File: src/rtl/wdt_pkg.sv
package wdt_pkg;

  // Decrement source of the down counter
  typedef enum logic [1:0] {
    SRC_NONE     = 2'd0,
    SRC_PRESCALE = 2'd1,
    SRC_OSC      = 2'd2
  } wdt_src_e;

  // Prescaler divisor from the CPU clock source and the ratio bit
  function automatic int unsigned pick_divisor(
    input logic        on_sub,
    input logic        ratio_hi,
    input int unsigned d_lo,
    input int unsigned d_hi,
    input int unsigned d_sub
  );
    if (on_sub)        return d_sub;
    else if (ratio_hi) return d_hi;
    else               return d_lo;
  endfunction

  function automatic int unsigned max3(
    input int unsigned a,
    input int unsigned b,
    input int unsigned c
  );
    int unsigned m;
    m = (a > b) ? a : b;
    return (m > c) ? m : c;
  endfunction

  // Clock edges from refresh to request for a given divisor
  function automatic int unsigned period_cycles(
    input int unsigned div,
    input int unsigned cnt_w
  );
    return div << cnt_w;
  endfunction

endpackage

File: src/rtl/wdt_ctrl.sv
module wdt_ctrl (
  input  logic clk,
  input  logic rst_n,
  input  logic prot_wr,
  input  logic prot_wdata,
  input  logic mode_wr,
  input  logic mode_rst_wdata,
  input  logic mode_src_wdata,
  input  logic ratio_wr,
  input  logic ratio_wdata,
  input  logic refresh_we,
  output logic prot_en,
  output logic rst_sel,
  output logic src_sel,
  output logic ratio_hi,
  output logic started
);

  logic prot_q, rst_sel_q, src_sel_q, ratio_q, started_q;
  logic mode_accept;

  // Mode bits change only while the protect bit is open
  assign mode_accept = mode_wr && prot_q;

  always_ff @(posedge clk) begin
    if (!rst_n) begin
      prot_q    <= 1'b0;
      rst_sel_q <= 1'b0;
      src_sel_q <= 1'b0;
      ratio_q   <= 1'b0;
      started_q <= 1'b0;
    end else begin
      if (prot_wr)    prot_q    <= prot_wdata;
      if (ratio_wr)   ratio_q   <= ratio_wdata;
      if (refresh_we) started_q <= 1'b1;
      // action bit can only be raised by software
      rst_sel_q <= rst_sel_q | (mode_accept & mode_rst_wdata);
      if (mode_accept) src_sel_q <= mode_src_wdata;
    end
  end

  assign prot_en  = prot_q;
  assign rst_sel  = rst_sel_q;
  assign src_sel  = src_sel_q;
  assign ratio_hi = ratio_q;
  assign started  = started_q;

  p_sticky_r6: assert property (@(posedge clk) disable iff (!rst_n)
    rst_sel_q |=> rst_sel_q);

  p_gate_r7: assert property (@(posedge clk) disable iff (!rst_n)
    (mode_wr && !prot_q) |=> ($stable(rst_sel_q) && $stable(src_sel_q)));

  p_start_r2: assert property (@(posedge clk) disable iff (!rst_n)
    refresh_we |=> started_q);

endmodule

File: src/rtl/wdt_prescale.sv
module wdt_prescale #(
  parameter int unsigned DIV_LO  = 16,
  parameter int unsigned DIV_HI  = 128,
  parameter int unsigned DIV_SUB = 2
) (
  input  logic clk,
  input  logic rst_n,
  input  logic run,
  input  logic on_sub,
  input  logic ratio_hi,
  output logic tick
);
  import wdt_pkg::*;

  localparam int unsigned DMAX = max3(DIV_LO, DIV_HI, DIV_SUB);
  localparam int unsigned PW   = $clog2(DMAX) + 1;

  logic [PW-1:0] pre_q;
  logic [PW-1:0] limit;
  logic          at_limit;

  always_comb limit = PW'(pick_divisor(on_sub, ratio_hi, DIV_LO, DIV_HI, DIV_SUB) - 1);

  // ">=" keeps the wrap safe if the ratio drops while the phase is high
  assign at_limit = (pre_q >= limit);
  assign tick     = run && at_limit;

  always_ff @(posedge clk) begin
    if (!rst_n)       pre_q <= '0;
    else if (run)     pre_q <= at_limit ? '0 : pre_q + 1'b1;
  end

  p_frozen_r9: assert property (@(posedge clk) disable iff (!rst_n)
    !run |=> $stable(pre_q));

  p_wrap_r3: assert property (@(posedge clk) disable iff (!rst_n)
    tick |=> (pre_q == '0));

endmodule

File: src/rtl/wdt_count.sv
module wdt_count #(
  parameter int unsigned CNT_W = 15
) (
  input  logic             clk,
  input  logic             rst_n,
  input  logic             started,
  input  logic             refresh,
  input  logic             dec,
  input  logic             rst_sel,
  output logic [CNT_W-1:0] count,
  output logic             irq,
  output logic             rst_req,
  output logic             underflow
);

  localparam logic [CNT_W-1:0] FULL = {CNT_W{1'b1}};

  logic [CNT_W-1:0] count_q;
  logic             irq_q, rst_q;
  logic             dec_eff;

  assign dec_eff   = started && dec;
  assign underflow = dec_eff && (count_q == '0);

  always_ff @(posedge clk) begin
    if (!rst_n) begin
      count_q <= FULL;
      irq_q   <= 1'b0;
      rst_q   <= 1'b0;
    end else begin
      if (refresh || underflow) count_q <= FULL;
      else if (dec_eff)         count_q <= count_q - 1'b1;
      irq_q <= underflow && !rst_sel;
      rst_q <= underflow &&  rst_sel;
    end
  end

  assign count   = count_q;
  assign irq     = irq_q;
  assign rst_req = rst_q;

  p_idle_r1: assert property (@(posedge clk) disable iff (!rst_n)
    !started |-> (count_q == FULL && !irq_q && !rst_q));

  p_refresh_r2: assert property (@(posedge clk) disable iff (!rst_n)
    refresh |=> (count_q == FULL));

  p_step_r10: assert property (@(posedge clk) disable iff (!rst_n)
    (dec_eff && !refresh && count_q != '0) |=> (count_q == CNT_W'($past(count_q) - 1'b1)));

  p_irq_pulse_r5: assert property (@(posedge clk) disable iff (!rst_n)
    irq_q |=> !irq_q);

  p_rst_pulse_r5: assert property (@(posedge clk) disable iff (!rst_n)
    rst_q |=> !rst_q);

  p_exclusive_r5: assert property (@(posedge clk) disable iff (!rst_n)
    !(irq_q && rst_q));

endmodule

File: src/rtl/wdt_guard.sv
module wdt_guard #(
  parameter int unsigned CNT_W   = 15,
  parameter int unsigned DIV_LO  = 16,
  parameter int unsigned DIV_HI  = 128,
  parameter int unsigned DIV_SUB = 2
) (
  input  logic             clk,
  input  logic             rst_n,
  input  logic             refresh_we,
  input  logic             prot_wr,
  input  logic             prot_wdata,
  input  logic             mode_wr,
  input  logic             mode_rst_wdata,
  input  logic             mode_src_wdata,
  input  logic             ratio_wr,
  input  logic             ratio_wdata,
  input  logic             cpu_on_sub,
  input  logic             hold,
  input  logic             osc_tick,
  output logic             wdt_irq,
  output logic             wdt_rst,
  output logic [CNT_W-1:0] count_value,
  output logic             prot_en,
  output logic             rst_sel,
  output logic             src_sel
);
  import wdt_pkg::*;

  localparam logic [CNT_W-1:0] FULL = {CNT_W{1'b1}};

  logic     ratio_hi, started, prot_mode;
  logic     pre_tick, dec, underflow;
  wdt_src_e src;

  wdt_ctrl u_ctrl (
    .clk            (clk),
    .rst_n          (rst_n),
    .prot_wr        (prot_wr),
    .prot_wdata     (prot_wdata),
    .mode_wr        (mode_wr),
    .mode_rst_wdata (mode_rst_wdata),
    .mode_src_wdata (mode_src_wdata),
    .ratio_wr       (ratio_wr),
    .ratio_wdata    (ratio_wdata),
    .refresh_we     (refresh_we),
    .prot_en        (prot_en),
    .rst_sel        (rst_sel),
    .src_sel        (src_sel),
    .ratio_hi       (ratio_hi),
    .started        (started)
  );

  // Protective mode needs both the reset action and the oscillator source
  assign prot_mode = rst_sel && src_sel;

  always_comb begin
    if (!started || hold) src = SRC_NONE;
    else if (prot_mode)   src = SRC_OSC;
    else                  src = SRC_PRESCALE;
  end

  wdt_prescale #(
    .DIV_LO  (DIV_LO),
    .DIV_HI  (DIV_HI),
    .DIV_SUB (DIV_SUB)
  ) u_pre (
    .clk      (clk),
    .rst_n    (rst_n),
    .run      (src == SRC_PRESCALE),
    .on_sub   (cpu_on_sub),
    .ratio_hi (ratio_hi),
    .tick     (pre_tick)
  );

  always_comb begin
    case (src)
      SRC_PRESCALE: dec = pre_tick;
      SRC_OSC:      dec = osc_tick;
      default:      dec = 1'b0;
    endcase
  end

  wdt_count #(
    .CNT_W (CNT_W)
  ) u_cnt (
    .clk       (clk),
    .rst_n     (rst_n),
    .started   (started),
    .refresh   (refresh_we),
    .dec       (dec),
    .rst_sel   (rst_sel),
    .count     (count_value),
    .irq       (wdt_irq),
    .rst_req   (wdt_rst),
    .underflow (underflow)
  );

  p_hold_r9: assert property (@(posedge clk) disable iff (!rst_n)
    (hold && !refresh_we) |=> $stable(count_value));

  p_osc_only_r8: assert property (@(posedge clk) disable iff (!rst_n)
    (prot_mode && !osc_tick && !refresh_we) |=> $stable(count_value));

  p_reload_r10: assert property (@(posedge clk) disable iff (!rst_n)
    underflow |=> (count_value == FULL));

  p_request_r5: assert property (@(posedge clk) disable iff (!rst_n)
    underflow |=> (wdt_irq != wdt_rst));

endmodule

File: config.mk
export PLATFORM = sky130hd
export DESIGN_NAME = wdt_guard
export DESIGN_NICKNAME = d
export VERILOG_FILES = /design/src/rtl/wdt_pkg.sv /design/src/rtl/wdt_ctrl.sv /design/src/rtl/wdt_prescale.sv /design/src/rtl/wdt_count.sv /design/src/rtl/wdt_guard.sv
export SDC_FILE = /design/constraint.sdc
export NUM_CORES = 1
export LEC_CHECK = 0
export BUFFER_PORTS_ARGS = -buffer_cell sky130_fd_sc_hd__clkbuf_2
export CELL_PAD_IN_SITES_DETAIL_PLACEMENT = 0
export CELL_PAD_IN_SITES_GLOBAL_PLACEMENT = 2
export CORE_MARGIN = 2
export CORE_UTILIZATION = 32
export DETAILED_ROUTE_END_ITERATION = 12
export PLACE_DENSITY_LB_ADDON = 0.1
export RECOVER_POWER = 100
export SLEW_MARGIN = 20
export SYNTH_ARGS = -nofsm -noshare
export SYNTH_HDL_FRONTEND = slang
export SYNTH_HIERARCHICAL = 1
export SYNTH_SLANG_ARGS = --single-unit
File: constraint.sdc
create_clock -name clk -period 3.5 [get_ports clk]
set_input_delay 0.175 -clock clk [delete_from_list [all_inputs] [get_ports clk]]
set_output_delay 0.175 -clock clk [all_outputs]
set_load 0.05 [all_outputs]
==> metrics <==
status=completed; Syn Nets=180; Setup crit end kind=register; clock skew=0.00525 ns; GRT Total Usage=13.1%; final worst path period share=81.2%; NumNets Final=217; pre-CTS setup slack=0.586 ns; die area=0.00528 mm²; # fillers=469; Ports=33; crit-path max FO=13; CTS H-tree depth=2; CP delay by family, top=simple AND/OR/NAND/NOR gates; Placer Congestion=0.747; mux contribution to synthesized area=2.65%; Critical Path AT=3.04 ns; Hold Crit Start=refresh_we; PwrDens=381 mW/mm²; Max Clk Rate=352 MHz; setup slack after layout=0.658 ns; Sum Neg Setup Slack=0 ns; clock latency on the worst-skew pair=0.28 ns; post-synthesis cell type count=39; Post-Synth Adder-Cell Area=7.46%; R2R Path End=u_cnt/count[1]; Post-DRT Antenna Nets=0; CTS sink count=30; CP bufs+invs=0; Port Buffers=32; R2R depth=11; WHS=0.114 ns; CTS Hold Bufs=0; Period minus WS final=2.84 ns; flop-to-flop setup slack=0.66 ns; critical path class=register to register; Max clock buf depth=2; pin count of the biggest net entering global routing=14; Initial Util=34.0%; 1st-pass router iterations=4; antenna violations before repair=0; TritonCTS clock tree=done; global route total overflow=0; Detailed Route WL=3.03 mm; simple-gate portion of the synthesized area=25.8%; largest family of logic cells by synthesized area=simple AND/OR/NAND/NOR gates; worst flop-to-flop path startpoint=u_ctrl/ratio_hi; layout cell share with drive strength beyond 1=15.3%; diode count=0; vias in the first global route=1158; Peak VDD IR=195 µV; final setup vio count=0; DPL Wire Length=2.34 mm; DR vias=1167; cells after synthesis=158; Netlist Area Pre-Place=0.00151 mm²; xor-xnor portion of the synthesized cell area=11.0%; drt wl/cell=12.2 µm; clock root cell=clkbuf_8; hold path depth=2; unrepaired setup endpoints after global routing=no; Chip Width=72.7 µm; setup bufs post-CTS=0; LEAKAGE=0.712 nW; most common cell type on the critical path=nand3_1; Worst-Margin Slew=0.766 ns; sequential cell area fraction in the yosys report=39.8%; yosys warns=6; Min-Delay Endpoint=u_ctrl/started; commonest non-fill, non-tap cells in the layout=dfxtp_1 (30), nand2_1 (24), clkbuf_1 (21); worst hold path type=input pin to register; Slew HR=49.0%; CP max-delay cell=nor4_4; CP max stage delay=0.43 ns; FF+latch count, synth=30; Final Hold Viols=0; maxcap violations=0; Area Growth Syn to Fin=16.3%; DIE HEIGHT=72.7 µm; CP Cell Sequence=nand2b_1 > ha_1 > and3_1 > nand3_1 > o22ai_1 > a21bo_1 > a21oi_1 > nand3_1 > nor4_4 > a21oi_2 > o211ai_1; Startpoint Class=register; Data required, critical path=3.69 ns; standard-cell row count=24; clk slew on worst S/H paths=0.07 ns; Core ar.=0.00444 mm²; final slew viol count=0; Resized cells post-CTS=0; syn avg cell area=9.55 µm²; most common cell after layout, fill and taps aside=dfxtp_1; first-pass GRT wire length=5.29 mm; DRT iter0 DRCs=35; Vias/cell=4.71; DRC Markers=0; Synth Area in Compound Gates=10.3%; total CTS buffers=5
[flip-flops by register name, indices dropped and copies added (netlist names)]
signal           count
u_cnt/count         15
u_pre/pre_q          8
u_cnt/irq            1
u_cnt/rst_req        1
u_ctrl/prot_en       1
u_ctrl/ratio_hi      1
u_ctrl/rst_sel       1
u_ctrl/src_sel       1
u_ctrl/started       1
[synth_stat cells]
library cell	number	share of area, %
nand2b_1	4	1.7
xor2_1	3	1.7
nand2_1	24	6.0
a21oi_1	3	0.99
o21a_1	2	0.99
a211o_1	1	0.58
and3_1	3	1.2
nor4_4	2	2.8
nor4_1	2	0.83
a41o_1	1	0.66
a21o_1	2	0.99
buf_4	1	0.50
nand3_1	5	1.7
conb_1	1	0.25
o211ai_1	1	0.50
nor2b_1	2	0.83
o221ai_4	1	1.7
o21ai_1	1	0.33
nand4_2	1	0.83
buf_6	2	1.5
a21bo_2	1	0.66
mux2i_1	4	2.7
nor3_1	5	1.7
and2_4	1	0.58
o22ai_1	1	0.41
or3_2	1	0.50
xnor2_1	16	9.3
nor3_2	1	0.66
a21oi_2	3	1.7
inv_1	3	0.75
nor2_1	15	3.7
nand4_1	1	0.41
or2_2	1	0.41
or4_4	1	0.75
dfxtp_1	30	40
or4_1	1	0.50
ha_1	9	7.5
nand4bb_1	1	0.75
a21bo_1	1	0.66
[area by class of cell]
cell class / count / area, µm² / area share, %
Multi-Input combinational cell: 122 / 843 / 48.1
Sequential cell: 30 / 601 / 34.2
Timing Repair Buffer: 33 / 143 / 8.13
Clock buffer: 7 / 86.3 / 4.92
Tap cell: 52 / 65.1 / 3.71
Inverter: 3 / 11.3 / 0.642
Clock inverter: 1 / 5.00 / 0.285
[metal layers]
| layer | GRT usage, % | wire length [µm] |
|---|---|---|
| met4 | 4.94 | 20 |
| met5 | 0 | 0 |
| met1 | 17.6 | 1550 |
| met2 | 18.9 | 1270 |
| met3 | 5.25 | 198 |
[power breakdown]
group          internal [mW]  leakage (nW)  switching, mW
logic                 0.0153         0.421         0.0220
clock network          0.158        0.0482          0.123
registers              0.346         0.243        0.00471
[kinds of logic (layout without fill, tap and decap cells)]
logic type / after synthesis / after routing
adder cells (fa/ha/maj): 9 / 9
AO/OA/AOI/OAI: 18 / 18
buffers and inverters: 6 / 44
other: 1 / 1
multiplexers: 4 / 4
XOR/XNOR: 19 / 19
flip-flops: 30 / 30
AND/OR/NAND/NOR: 71 / 71
[worst max-delay path by stage]
stage                          startpoint         endpoint  slack [ns]  cells after the start
after floorplan            u_ctrl/rst_sel  u_cnt/count[13]        0.95                     10
after global placement         cpu_on_sub   u_cnt/count[1]        0.70                     12
after detailed placement       cpu_on_sub   u_cnt/count[1]        0.59                     12
after CTS                 u_ctrl/ratio_hi   u_cnt/count[1]        0.62                     11
after global routing      u_ctrl/ratio_hi   u_cnt/count[1]        0.38                     11
final                     u_ctrl/ratio_hi   u_cnt/count[1]        0.66                     11
[metrics by stage]
step	cell area, µm²	util, %	power, mW	cells
final	1750	39.5	0.669	248
after global routing	1750	39.5	0.706	248
after CTS	1800	40.6	0.685	248
after detailed placement	1710	38.5	0.398	240
after global placement	1710	38.5	0.397	240
after floorplan	1510	-	0.383	158
Power figures use the tool's default switching activity.
